[src/rtl/fbp_pkg.sv]
package fbp_pkg;
  typedef enum logic [1:0] {
    ST_IDLE  = 2'd0,
    ST_SHIFT = 2'd1,
    ST_SETUP = 2'd2,
    ST_PULSE = 2'd3
  } fbp_state_e;
endpackage

[src/rtl/fbp_shifter.sv]
module fbp_shifter #(
  parameter int NBITS    = 11,
  parameter int HALF_CYC = 50
) (
  input  logic             clk_i,
  input  logic             rst_ni,
  input  logic             start_i,
  input  logic [NBITS-1:0] pat_i,
  output logic             sel_o,
  output logic             sclk_o,
  output logic             fin_o
);
  localparam int SW = (NBITS > 1) ? $clog2(NBITS) : 1;
  localparam int HW = $clog2(HALF_CYC) + 1;

  logic             active_q, phase_q, fin_q;
  logic [NBITS-1:0] pat_q;
  logic [SW-1:0]    slot_q;
  logic [HW-1:0]    hcnt_q;

  always_ff @(posedge clk_i or negedge rst_ni) begin
    if (!rst_ni) begin
      active_q <= 1'b0;
      phase_q  <= 1'b0;
      fin_q    <= 1'b0;
      pat_q    <= '1;
      slot_q   <= '0;
      hcnt_q   <= '0;
    end else begin
      fin_q <= 1'b0;
      if (start_i) begin
        active_q <= 1'b1;
        phase_q  <= 1'b0;
        pat_q    <= pat_i;
        slot_q   <= '0;
        hcnt_q   <= HW'(HALF_CYC - 1);
      end else if (active_q) begin
        if (hcnt_q != '0) begin
          hcnt_q <= hcnt_q - 1'b1;
        end else if (!phase_q) begin
          phase_q <= 1'b1;                 // rising edge: store captures slot
          hcnt_q  <= HW'(HALF_CYC - 1);
        end else if (slot_q == SW'(NBITS - 1)) begin
          active_q <= 1'b0;
          fin_q    <= 1'b1;
        end else begin
          phase_q <= 1'b0;
          slot_q  <= slot_q + 1'b1;
          pat_q   <= {1'b1, pat_q[NBITS-1:1]};
          hcnt_q  <= HW'(HALF_CYC - 1);
        end
      end
    end
  end

  assign sel_o  = active_q ? pat_q[0] : 1'b1;
  assign sclk_o = active_q ? phase_q  : 1'b1;
  assign fin_o  = fin_q;
endmodule

[src/rtl/fbp_timer.sv]
module fbp_timer #(
  parameter int W = 20
) (
  input  logic         clk_i,
  input  logic         rst_ni,
  input  logic         load_i,
  input  logic [W-1:0] val_i,
  output logic         zero_o
);
  logic [W-1:0] cnt_q;

  always_ff @(posedge clk_i or negedge rst_ni) begin
    if (!rst_ni)              cnt_q <= '0;
    else if (load_i)          cnt_q <= val_i;
    else if (cnt_q != '0)     cnt_q <= cnt_q - 1'b1;
  end

  assign zero_o = (cnt_q == '0);
endmodule

[src/rtl/fbp_seq.sv]
module fbp_seq
  import fbp_pkg::*;
#(
  parameter int NBITS     = 11,
  parameter int HALF_CYC  = 50,
  parameter int SETUP_CYC = 400,
  parameter int PULSE_CYC = 1_000_000,
  parameter int IDXW      = $clog2(NBITS)
) (
  input  logic            clk_i,
  input  logic            rst_ni,
  input  logic            start_i,
  input  logic            op_rd_i,
  input  logic [IDXW-1:0] idx_i,
  input  logic            verify_i,
  output logic            sel_o,
  output logic            sclk_o,
  output logic            pv_en_o,
  output logic            busy_o,
  output logic            done_o,
  output logic            err_o,
  output logic            rdata_o
);
  localparam int TMAX = (SETUP_CYC > PULSE_CYC) ? SETUP_CYC : PULSE_CYC;
  localparam int TW   = $clog2(TMAX + 1);

  fbp_state_e       st_q, st_d;
  logic             op_q, done_q, err_q, rdata_q;
  logic             idx_ok, accept;
  logic             sh_start, sh_fin;
  logic             t_load, t_zero, smp, fin_cmd;
  logic [TW-1:0]    t_val;
  logic [NBITS-1:0] sel_pat;

  for (genvar k = 0; k < NBITS; k++) begin : g_pat
    assign sel_pat[k] = (idx_i != IDXW'(k));
  end

  assign idx_ok = (int'(idx_i) < NBITS);
  assign accept = (st_q == ST_IDLE) && start_i && idx_ok;

  fbp_shifter #(.NBITS(NBITS), .HALF_CYC(HALF_CYC)) u_shift (
    .clk_i  (clk_i),
    .rst_ni (rst_ni),
    .start_i(sh_start),
    .pat_i  (sel_pat),
    .sel_o  (sel_o),
    .sclk_o (sclk_o),
    .fin_o  (sh_fin)
  );

  fbp_timer #(.W(TW)) u_tmr (
    .clk_i  (clk_i),
    .rst_ni (rst_ni),
    .load_i (t_load),
    .val_i  (t_val),
    .zero_o (t_zero)
  );

  always_comb begin
    st_d     = st_q;
    sh_start = 1'b0;
    t_load   = 1'b0;
    t_val    = '0;
    smp      = 1'b0;
    fin_cmd  = 1'b0;
    unique case (st_q)
      ST_IDLE: if (accept) begin
        sh_start = 1'b1;
        st_d     = ST_SHIFT;
      end
      ST_SHIFT: if (sh_fin) begin
        t_load = 1'b1;
        t_val  = TW'(SETUP_CYC - 1);
        st_d   = ST_SETUP;
      end
      ST_SETUP: if (t_zero) begin
        if (op_q) begin
          smp     = 1'b1;             // lines rest high here
          fin_cmd = 1'b1;
          st_d    = ST_IDLE;
        end else begin
          t_load = 1'b1;
          t_val  = TW'(PULSE_CYC - 1);
          st_d   = ST_PULSE;
        end
      end
      ST_PULSE: if (t_zero) begin
        fin_cmd = 1'b1;
        st_d    = ST_IDLE;
      end
      default: st_d = ST_IDLE;
    endcase
  end

  always_ff @(posedge clk_i or negedge rst_ni) begin
    if (!rst_ni) begin
      st_q    <= ST_IDLE;
      op_q    <= 1'b0;
      done_q  <= 1'b0;
      err_q   <= 1'b0;
      rdata_q <= 1'b0;
    end else begin
      st_q   <= st_d;
      done_q <= fin_cmd;
      err_q  <= (st_q == ST_IDLE) && start_i && !idx_ok;
      if (accept) op_q    <= op_rd_i;
      if (smp)    rdata_q <= verify_i;
    end
  end

  assign pv_en_o = (st_q == ST_PULSE);
  assign busy_o  = (st_q != ST_IDLE);
  assign done_o  = done_q;
  assign err_o   = err_q;
  assign rdata_o = rdata_q;
endmodule

[config.mk]
export PLATFORM = sky130hd
export DESIGN_NAME = fbp_seq
export DESIGN_NICKNAME = d
export VERILOG_FILES = /design/src/rtl/fbp_pkg.sv /design/src/rtl/fbp_shifter.sv /design/src/rtl/fbp_timer.sv /design/src/rtl/fbp_seq.sv
export SDC_FILE = /design/constraint.sdc
export NUM_CORES = 1
export LEC_CHECK = 0
export ABC_AREA = 1
export BUFFER_PORTS_ARGS = -buffer_cell sky130_fd_sc_hd__buf_2
export CAP_MARGIN = 0
export CORE_MARGIN = 8
export CORE_UTILIZATION = 30
export DETAILED_ROUTE_END_ITERATION = 12
export SLEW_MARGIN = 25
export SYNTH_ARGS = -nofsm -noshare
export SYNTH_HDL_FRONTEND = slang
export SYNTH_SLANG_ARGS = --single-unit
[constraint.sdc]
create_clock -name clk_i -period 2.6 [get_ports clk_i]
set_input_delay 0.52 -clock clk_i [delete_from_list [all_inputs] [get_ports clk_i]]
set_output_delay 0.52 -clock clk_i [all_outputs]
set_load 0.02 [all_outputs]
Word level (Yosys, flattened, before mapping)
Cells that the tools add are included.
W data, S select, Z words.
Word-level totals
  word-level logic and storage cells: 108
  bits in registers: 51
  output and inout port bits: 7
  input port bits: 9
Operators by class
  add/sub/neg operators: 3
  reductions and logical operators: 17
  order comparisons: 1
  equal/unequal tests: 21
  mux-type cells: 54
Operator list (number)
  $mux W20: 4
  $mux W11: 5
  $pmux W20 S2: 1
  $mux W7: 5
  $mux W1: 25
  $logic_not A20 Y1: 1
  $mux W4: 5
  $reduce_bool A20 Y1: 1
  $sub A20 B1 Y20 const B: 1
  $ne A4 B3 Y1 const B: 4
  $ne A4 B4 Y1 const B: 4
  $mux W2: 5
  $mux W9: 1
  $ne A2 B2 Y1 const B: 4
  $ne A4 B2 Y1 const B: 2
  $pmux W2 S4: 1
  $reduce_and A4 Y1: 2
  $reduce_bool A2 Y1: 4
  $reduce_bool A7 Y1: 1
  $sub A7 B1 Y7 const B: 1
  $add A4 B1 Y4 const B: 1
  $eq A2 B2 Y1 const B: 2
  $eq A4 B4 Y1 const B: 1
  $lt A4 B4 Y1 const B: 1
  other kinds (9): 14

Depth between registers and ports, before layout
Gate-level depths: netlist of the first run.
  depth in word-level cells: 7
  gate-level depth with buffers: 10
  mapped depth without buffers: 10

Hierarchy
From an unflattened synthesis of the first run, not the netlist that was laid out.
Second synthesis, totals
  cell total of the unflattened synthesis: 452
  area, all modules: 3293.2 um^2
Modules (own cells, without submodules)
  fbp_timer: cells each 200, times used 1, area an instance 1406.3 um^2
  fbp_shifter: cells each 177, times used 1, area an instance 1402.6 um^2
  fbp_seq: cells each 75, times used 1, area an instance 484.2 um^2

Least setup slack after synthesis of the first run
No wires, ideal clock.
  kind: register to register
  start point: register st_q[0]
  end point: register u_tmr.cnt_q[14]
  stages on the path, launching flop included: 9
  data arrival time: 1559 ps
  period minus slack after synthesis: 1637 ps
  library setup time: 78 ps
  path slack: 963 ps
  cell sequence: dfrtp_1 -> inv_1 -> ha_1 -> nand3_1 -> inv_1 -> nor2_1 -> buf_2 -> nand2_1 -> a21oi_1
On the way
  cells in the longest elaborated chain, start to end: 3
  elaborated cells between the ends (all ways): 6
  those cells by class: eq/ne: 2; mux: 3; reduce/logical: 1
Ends and longest elaborated chain
  from (decl): RTL line fbp_seq.sv:27  | fbp_state_e st_q, st_d;
  from (signal assigned): RTL line fbp_seq.sv:104  | st_q <= st_d;
  $eq A2 B2 Y1 or $eq A2 B1 Y1 (tied branches): RTL line fbp_seq.sv:67  | unique case (st_q)
  $pmux W20 S2 or $pmux W1 S2 (tied branches): RTL line fbp_seq.sv:67
  $mux W20 or $reduce_bool A2 Y1 (tied branches)
  to (signal assigned): RTL line fbp_timer.sv:14  | else if (load_i) cnt_q <= val_i;
  to (signal assigned): RTL line fbp_timer.sv:15  | else if (cnt_q != '0) cnt_q <= cnt_q - 1'b1;
  to (decl): RTL line fbp_timer.sv:10  | logic [W-1:0] cnt_q;
Several ways; a longest one is shown, not always the timed one.
A chain may end at the register's enable or synchronous reset.

Final worst setup path of the first run
  start point: register u_tmr.cnt_q[0]
  end point: register u_tmr.cnt_q[12]
On the way
  cells in the longest elaborated chain, start to end: 4
  elaborated cells between the ends (all ways): 10
  those cells by class: add/sub: 1; mux: 6; reduce/logical: 3
Ends and longest elaborated chain
  parallel branches: the longest is 4 deep, another holds $sub A20 B1 Y20
Parallel ways; which one is timed is not known. The select of a mux whose other input is x is not followed.

==> results of run 1 <==
-- layer usage --
layer	global-route usage	up-vias
met5	0	-
met4	0.0296	0
met1	0.125	1218
met2	0.162	41
li1	-	1314
met3	0.0245	7
-- stage by stage --
step / util / setup WS, ns / std cells / instance area, um2 / power, W
finish: 0.334 / 0.365 / 553 / 3400 / 0.00341
global route: 0.334 / 0.0684 / 553 / 3400 / 0.00373
CTS: 0.334 / 0.331 / 553 / 3400 / 0.00345
detailed placement: 0.325 / 0.353 / 545 / 3310 / 0.00295
floorplan: - / 0.963 / 398 / 3090 / 0.00260
global placement: 0.325 / 0.435 / 545 / 3310 / 0.00292
-- power by group --
group	switching, W	total, W	internal, W	leakage (nW)
sequential	0.000248	0.00142	0.00117	0.607
combinational	0.000941	0.00151	0.000564	0.969
clock	0.000270	0.000489	0.000219	0.0484
total	0.00146	0.00341	0.00195	1.62
-- area by class of cell --
type	count	area [um2]
inverter	52	195
multi-input combinational	287	1540
clock inverter	1	8.76
clock buffer	7	86.3
tap	136	170
timing repair buffer	19	118
sequential	51	1290
fill	1100	6780
-- sequential cells by signal, summed over array words and instances, names as in the netlist --
register and flops:
u_shift.fin_o 1, u_shift.pat_q 11, u_tmr.cnt_q 20, u_shift.active_q 1
err_o 1, op_q 1, done_o 1, u_shift.phase_q 1
rdata_o 1, st_q 2, u_shift.slot_q 4, u_shift.hcnt_q 7
-- cell families (layout without fill, tap and decap cells) --
family	count (synthesis)	count (layout)	share of synthesized area
compound gates	63	63	0.112
xor+xnor	15	15	0.0425
fa+ha+maj	11	11	0.0445
buf+inv	60	79	0.0858
flops	51	51	0.417
simple gates	198	198	0.298
-- placed cells by master (no fill, tap or decap), types with 4 or more instances in the layout --
cell / instances
inv_1: 50
nor2_1: 49
or2_2: 4
nand4_1: 8
nor2_4: 4
dfstp_2: 11
a21oi_1: 16
clkbuf_8: 6
o21ai_0: 28
xnor2_1: 7
xor2_1: 8
ha_1: 11
nand3_1: 31
nor3_1: 10
o21ai_1: 9
buf_2: 15
nand2_1: 81
dfrtp_1: 40
-- worst max path at each step --
stage                                          start                           to
after detailed placement  u_tmr.cnt_q[0]$_DFFE_PN0P_  u_tmr.cnt_q[11]$_DFFE_PN0P_
after floorplan                  st_q[0]$_DFFE_PN0P_  u_tmr.cnt_q[14]$_DFFE_PN0P_
after CTS                 u_tmr.cnt_q[0]$_DFFE_PN0P_  u_tmr.cnt_q[11]$_DFFE_PN0P_
final                     u_tmr.cnt_q[0]$_DFFE_PN0P_  u_tmr.cnt_q[12]$_DFFE_PN0P_
after global routing      u_tmr.cnt_q[0]$_DFFE_PN0P_   u_tmr.cnt_q[6]$_DFFE_PN0P_
after global placement    u_tmr.cnt_q[0]$_DFFE_PN0P_  u_tmr.cnt_q[10]$_DFFE_PN0P_
-- worst max-delay path: stages (launching register included) --
cell and delay (ns):
dfrtp_1 0.37, inv_1 0.13, ha_1 0.24, nand2_1 0.07
nor2_1 0.06, nand3_4 0.17, nor2_4 0.06, nor2_1 0.66
inv_1 0.20, nor3_1 0.18
==> flow_summary.ini, run 1 <==
[logic_synthesis]
ys_warn_count = 0
synth_top_area_frac = 0.324
syn_area_per_cell_um2 = 7.77
yosys.area.top_type = dfrtp_1
syn_nets = 418
ys_top_cells_by_area = dfrtp_1, nand2_1, dfstp_2, inv_1, nor2_1
ys_ff_latch = 51
ys_seq_area_frac = 0.417
synth_commonest_cells = nand2_1, inv_1, nor2_1
synthFlopType = dfrtp_1
synthArstFlopShare = 1.00
synth-edff-count = 0
synth_cell_type_count = 32
synth_most_common_cell = nand2_1
syn-instance-count = 398
synth_area_um2 = 3090

[detailed_routing]
wl_um = 6600
wl_per_cell_um = 11.9
route.antenna.remaining_nets = 0
drtPass1Iterations = 5
vias_per_cell = 4.67
top_layer = met4
drc = 0
wl_met2_um = 3050
vias = 2580
wl_met1_um = 3210
drt_iter0_markers = 97
route.met3.wl_um = 268

[worst_hold_path]
hold_class = in -> async

[finish]
drive_above_1_share = 0.146
diodes = 0
area_growth_pct = 10.1
finish.net_count = 436

[timing]
drv_slew = 0
fin_crit_ns = 2.23
worst_pin_slew_ns = 0.862
rsz0062_at_grt = false
finalSetupViolCount = 0
tns_ns = 0
final.setup_skew_ns = 0.0181
slew_headroom = 0.423
fin_hold_ws_ns = 0.181
finalCritPeriodShare = 0.860
hold_viol_final = 0
max_freq_mhz = 447

[die]
core_area_um2 = 10200
rows = 37
die_x_um = 118
initial_core_util = 0.304
io_pins = 16
die_y_um = 118
dieArea_um2 = 13800

[worst_setup_path]
crit_type = reg -> reg
cp_data_required_time_ns = 2.83
r2r-start = u_tmr.cnt_q[0]$_DFFE_PN0P_
arrival_ns = 2.46
rrSetupSlack_ns = 0.37
start_kind = flop
path_max_fanout = 12
endpoint_kind = flop
r2r_end = u_tmr.cnt_q[12]$_DFFE_PN0P_
reg2reg_depth = 9

[power]
ir_drop_mv = 0.435
p_per_area_nw_per_um2 = 1000
p_leak_nw = 1.62

[clock_tree]
cts_buffer_depth = 2
cts_sinks = 51
clk_pin_slew_ns = 0.10
clk_latency_ns = 0.31
h-tree-depth = 2
cts_setup_buffers = 0
ctsResizeCount = 0
root_buffer = clkbuf_8
cts-buffers-inserted = 5
tritoncts = yes
postCtsHoldBufs = 0

[global_route]
grt-ovfl-total = 0
grt_pass1_wl_um = 11700
grt_start_max_net_pins = 30
grt_pass1_vias = 2581
grt_usage = 0.0987
antenna_found_initial = 0

[job]
max_cap_violations = 0

[run_status]
status = completed

[place]
gp_congestion = 0.830
io_buffers = 15
dp_hpwl_um = 5050
Note: power is estimated with default switching activity, not from simulation.
==> run 2: changes to the inputs <==
--- a/config.mk
+++ b/config.mk
@@ -10,6 +10,7 @@
 export CAP_MARGIN = 0
 export CORE_MARGIN = 8
 export CORE_UTILIZATION = 30
+export CTS_BUF_LIST = sky130_fd_sc_hd__clkbuf_8
 export DETAILED_ROUTE_END_ITERATION = 12
 export SLEW_MARGIN = 25
 export SYNTH_ARGS = -nofsm -noshare
==> constraint.sdc (replaced) <==
create_clock -name clk_i -period 2.45 [get_ports clk_i]
set_input_delay 0.49 -clock clk_i [delete_from_list [all_inputs] [get_ports clk_i]]
set_output_delay 0.49 -clock clk_i [all_outputs]
set_load 0.02 [all_outputs]
==> flow_summary.ini, run 2 (same netlist as run 1, synthesis figures left out) <==
[timing]
tns_ns = 0
finalSetupViolCount = 0
max_freq_mhz = 453
finalCritPeriodShare = 0.901
fin_crit_ns = 2.21
final.setup_skew_ns = 0.00755
hold_viol_final = 0
worst_pin_slew_ns = 0.858
slew_headroom = 0.426
rsz0062_at_grt = false
drv_slew = 0

[finish]
final_cell_mix = nand2_1, inv_1, nor2_1
fin_area_um2 = 3410
max_flop_register = u_tmr.cnt_q
drive_above_1_share = 0.148
mostFrequentLayoutCell = nand2_1
largest_registers = u_tmr.cnt_q: 20 flops, u_shift.pat_q: 11 flops, u_shift.hcnt_q: 7 flops
area_growth_pct = 10.4
finish.net_count = 437
diodes = 0
largest_reg_flops = 20

[clock_tree]
ctsResizeCount = 0
cts_sinks = 51
tritoncts = yes
postCtsHoldBufs = 0
h-tree-depth = 2
cts_buffer_depth = 2
clk_latency_ns = 0.30
clk_pin_slew_ns = 0.09
cts-buffers-inserted = 5
root_buffer = clkbuf_8
cts_setup_buffers = 0

[place]
gp_congestion = 0.867
dp_hpwl_um = 4940
io_buffers = 15
placed_area_um2 = 3320

[detailed_routing]
vias_per_cell = 4.65
drtPass1Iterations = 4
drc = 0
vias = 2577
route.antenna.remaining_nets = 0
drt_iter0_markers = 102
wl_um = 6540
wl_per_cell_um = 11.8

[worst_setup_path]
max_stage_delay_ns = 0.65
crit_type = reg -> reg
crit_path_cell_trace = inv_1, ha_1, nand3_1, nor2_4, nor2_1, inv_1, nor3_1
crit_path_top_delay_cell = nor2_1
path_buf_inv = 2
cp_data_required_time_ns = 2.67
path_delay_family = simple AND/OR/NAND/NOR gates
arrival_ns = 2.43
crit_top_cell = inv_1
path_max_fanout = 12
start_kind = flop
endpoint_kind = flop

[job]
max_cap_violations = 0

[global_route]
antenna_found_initial = 0
grt_start_max_net_pins = 28
grt-ovfl-total = 0
grt_pass1_vias = 2471
grt_usage = 0.0973
grt_pass1_wl_um = 11500

[die]
die_y_um = 118
rows = 37
dieArea_um2 = 13800
io_pins = 16
die_x_um = 118
core_area_um2 = 10200
initial_core_util = 0.304

[run_status]
status = completed

[power]
p_leak_nw = 1.63
ir_drop_mv = 0.418
p_total_w = 0.00361
p_per_area_nw_per_um2 = 1060

[worst_hold_path]
hold_class = in -> async
run 2: cell type report:
type	count	area, um2
fillers	1104	6770
clock buffers	6	82.6
flip-flops and latches	51	1290
repair buffers	20	125
clock inverters	2	12.5
multi-input cells	287	1540
inverters	52	195
well taps	136	170
run 2: path summary, 6_finish.rpt:
path | start | to | slack (ns) | cells past startpoint
setup / recovery | st_q[0]$_DFFE_PN0P_ | u_tmr.cnt_q[11]$_DFFE_PN0P_ | 0.24 | 7
setup reg to reg | st_q[0]$_DFFE_PN0P_ | u_tmr.cnt_q[11]$_DFFE_PN0P_ | 0.24 | 7
hold reg to reg | u_shift.pat_q[5]$_DFFE_PN1P_ | u_shift.pat_q[5]$_DFFE_PN1P_ | 0.49 | 2
max in group asynchronous | rst_ni | u_tmr.cnt_q[7]$_DFFE_PN0P_ | 1.70 | 2
hold / removal | rst_ni | u_tmr.cnt_q[6]$_DFFE_PN0P_ | 0.19 | 1
min in group clk_i | op_rd_i | op_q$_DFFE_PN0P_ | 0.41 | 3
run 2: power by group:
group / total, W / switching, W / internal (W) / leakage [nW]
clock: 0.000505 / 0.000277 / 0.000228 / 0.0526
sequential: 0.00151 / 0.000267 / 0.00124 / 0.607
combinational: 0.00160 / 0.000998 / 0.000599 / 0.973
run 2: worst register-to-register path, cell delays in order, from the launching register on:
cell and delay [ns]:
dfrtp_1 0.42, inv_1 0.10, ha_1 0.32, nand3_1 0.16, nor2_4 0.07, nor2_1 0.65, inv_1 0.20, nor3_1 0.19
run 2: stage by stage:
| step | setup slack, ns | hold WS [ns] | std cells | util |
|---|---|---|---|---|
| detailed placement | 0.261 | 0.472 | 546 | 0.326 |
| global route | 0.0394 | 0.222 | 554 | 0.335 |
| finish | 0.243 | 0.191 | 554 | 0.335 |
| floorplan | 0.813 | 0.194 | 398 | - |
| CTS | 0.245 | 0.200 | 554 | 0.335 |
| global placement | 0.375 | 0.465 | 546 | 0.326 |
run 2: routing by layer:
metal,vias to the layer above,wire [um],track usage
li1,1318,-,-
met1,1203,3090,0.128
met2,52,3090,0.155
met3,4,318,0.0230
met4,0,44,0.0288
met5,-,0,0
==> run 3: changes to the inputs <==
--- a/config.mk
+++ b/config.mk
@@ -12,6 +12,7 @@
 export CORE_UTILIZATION = 30
 export CTS_BUF_LIST = sky130_fd_sc_hd__clkbuf_8
 export DETAILED_ROUTE_END_ITERATION = 12
+export PLACE_DENSITY_LB_ADDON = 0.25
 export SLEW_MARGIN = 25
 export SYNTH_ARGS = -nofsm -noshare
 export SYNTH_HDL_FRONTEND = slang
==> flow_summary.ini, run 3 (same netlist as run 1, synthesis figures left out) <==
[timing]
max_freq_mhz = 502
final.setup_skew_ns = 0.0165
rsz0062_at_grt = false
fin_crit_ns = 1.99
worst_pin_slew_ns = 0.610
drv_slew = 0
hold_viol_final = 0
slew_headroom = 0.594
finalCritPeriodShare = 0.814
tns_ns = 0
final.setup.worst_slack_ns = 0.456
finalSetupViolCount = 0

[detailed_routing]
drc = 0
vias = 2529
route.antenna.remaining_nets = 0
wl_um = 6710
drtPass1Iterations = 4
wl_per_cell_um = 12.1
drt_iter0_markers = 78
vias_per_cell = 4.55

[worst_setup_path]
path_delay_family = simple AND/OR/NAND/NOR gates
endpoint_kind = flop
max_stage_delay_ns = 0.42
rrSetupSlack_ns = 0.46
path_max_fanout = 11
crit_path_top_delay_cell = dfrtp_1
cp_data_required_time_ns = 2.63
crit_path_cell_trace = inv_1, ha_1, nand3_2, nand2_1, inv_1, nand2_1, o21ai_0
path_buf_inv = 2
crit_type = reg -> reg
start_kind = flop
arrival_ns = 2.18

[finish]
largest_registers = u_tmr.cnt_q: 20 flops, u_shift.pat_q: 11 flops, u_shift.hcnt_q: 7 flops
mostFrequentLayoutCell = nand2_1
final_cell_mix = nand2_1, inv_1, nor2_1
largest_reg_flops = 20
finish.net_count = 439
final-seq-area_um2 = 1290
max_flop_register = u_tmr.cnt_q
fillers = 1124
multi_input_area_um2 = 1540
area_growth_pct = 10.8
diodes = 0
drive_above_1_share = 0.157

[clock_tree]
tritoncts = yes
ctsResizeCount = 0
root_buffer = clkbuf_8
cts-buffers-inserted = 5
postCtsHoldBufs = 0
cts_sinks = 51
clk_latency_ns = 0.31
h-tree-depth = 2
cts_buffer_depth = 2
clk_pin_slew_ns = 0.10
cts_setup_buffers = 0

[worst_hold_path]
hold_class = in -> async

[die]
initial_core_util = 0.304
rows = 37
core_area_um2 = 10200
dieArea_um2 = 13800
die_y_um = 118
io_pins = 16
die_x_um = 118

[global_route]
grt_usage = 0.101
grt_start_max_net_pins = 28
grt-ovfl-total = 0
grt_pass1_wl_um = 11800
grt_pass1_vias = 2548
antenna_found_initial = 0

[power]
ir_drop_mv = 0.402
p_per_area_nw_per_um2 = 1070
p_leak_nw = 1.64

[place]
gp_congestion = 0.818
dp_hpwl_um = 5110
preCtsSetupSlack_ns = 0.268
io_buffers = 15

[job]
max_cap_violations = 0

[run_status]
status = completed
-- run 3: final timing paths --
| kind | from | endpoint | cells past startpoint |
|---|---|---|---|
| max in group asynchronous | rst_ni | u_shift.pat_q[6]$_DFFE_PN1P_ | 2 |
| setup reg to reg | st_q[1]$_DFFE_PN0P_ | u_shift.hcnt_q[2]$_DFFE_PN0P_ | 7 |
| hold / removal | rst_ni | u_tmr.cnt_q[3]$_DFFE_PN0P_ | 1 |
| setup / recovery | st_q[1]$_DFFE_PN0P_ | u_shift.hcnt_q[2]$_DFFE_PN0P_ | 7 |
| hold reg to reg | u_shift.pat_q[5]$_DFFE_PN1P_ | u_shift.pat_q[5]$_DFFE_PN1P_ | 2 |
| min in group clk_i | op_rd_i | op_q$_DFFE_PN0P_ | 3 |
-- run 3: power breakdown --
part | leakage (nW) | internal, W | switching, W | total, W
Combinational | 0.979 | 0.000605 | 0.00101 | 0.00162
Sequential | 0.607 | 0.00124 | 0.000259 | 0.00150
Clock | 0.0548 | 0.000259 | 0.000293 | 0.000552
-- run 3: layout make-up --
cell class / instances / area share
Inverter: 52 / 0.0570
Sequential cell: 51 / 0.377
Timing Repair Buffer: 22 / 0.0373
Multi-Input combinational cell: 287 / 0.449
Clock inverter: 1 / 0.00183
Clock buffer: 7 / 0.0281
Tap cell: 136 / 0.0497
-- run 3: through the flow --
step	total power [W]	instance area [um2]	hold slack (ns)	cells	utilization
after global routing	0.00403	3420	0.230	556	0.336
after global placement	0.00312	3320	0.462	548	0.326
after floorplan	0.00276	3090	0.194	398	-
final	0.00367	3420	0.176	556	0.336
after detailed placement	0.00315	3320	0.475	548	0.326
after CTS	0.00372	3420	0.209	556	0.336
-- run 3: metal layers --
layer	global-route usage	wire length, um	vias to the layer above
li1	-	-	1321
met1	0.128	3320	1179
met2	0.173	3170	24
met3	0.0201	169	5
met4	0.0216	48	0
met5	0	0	-
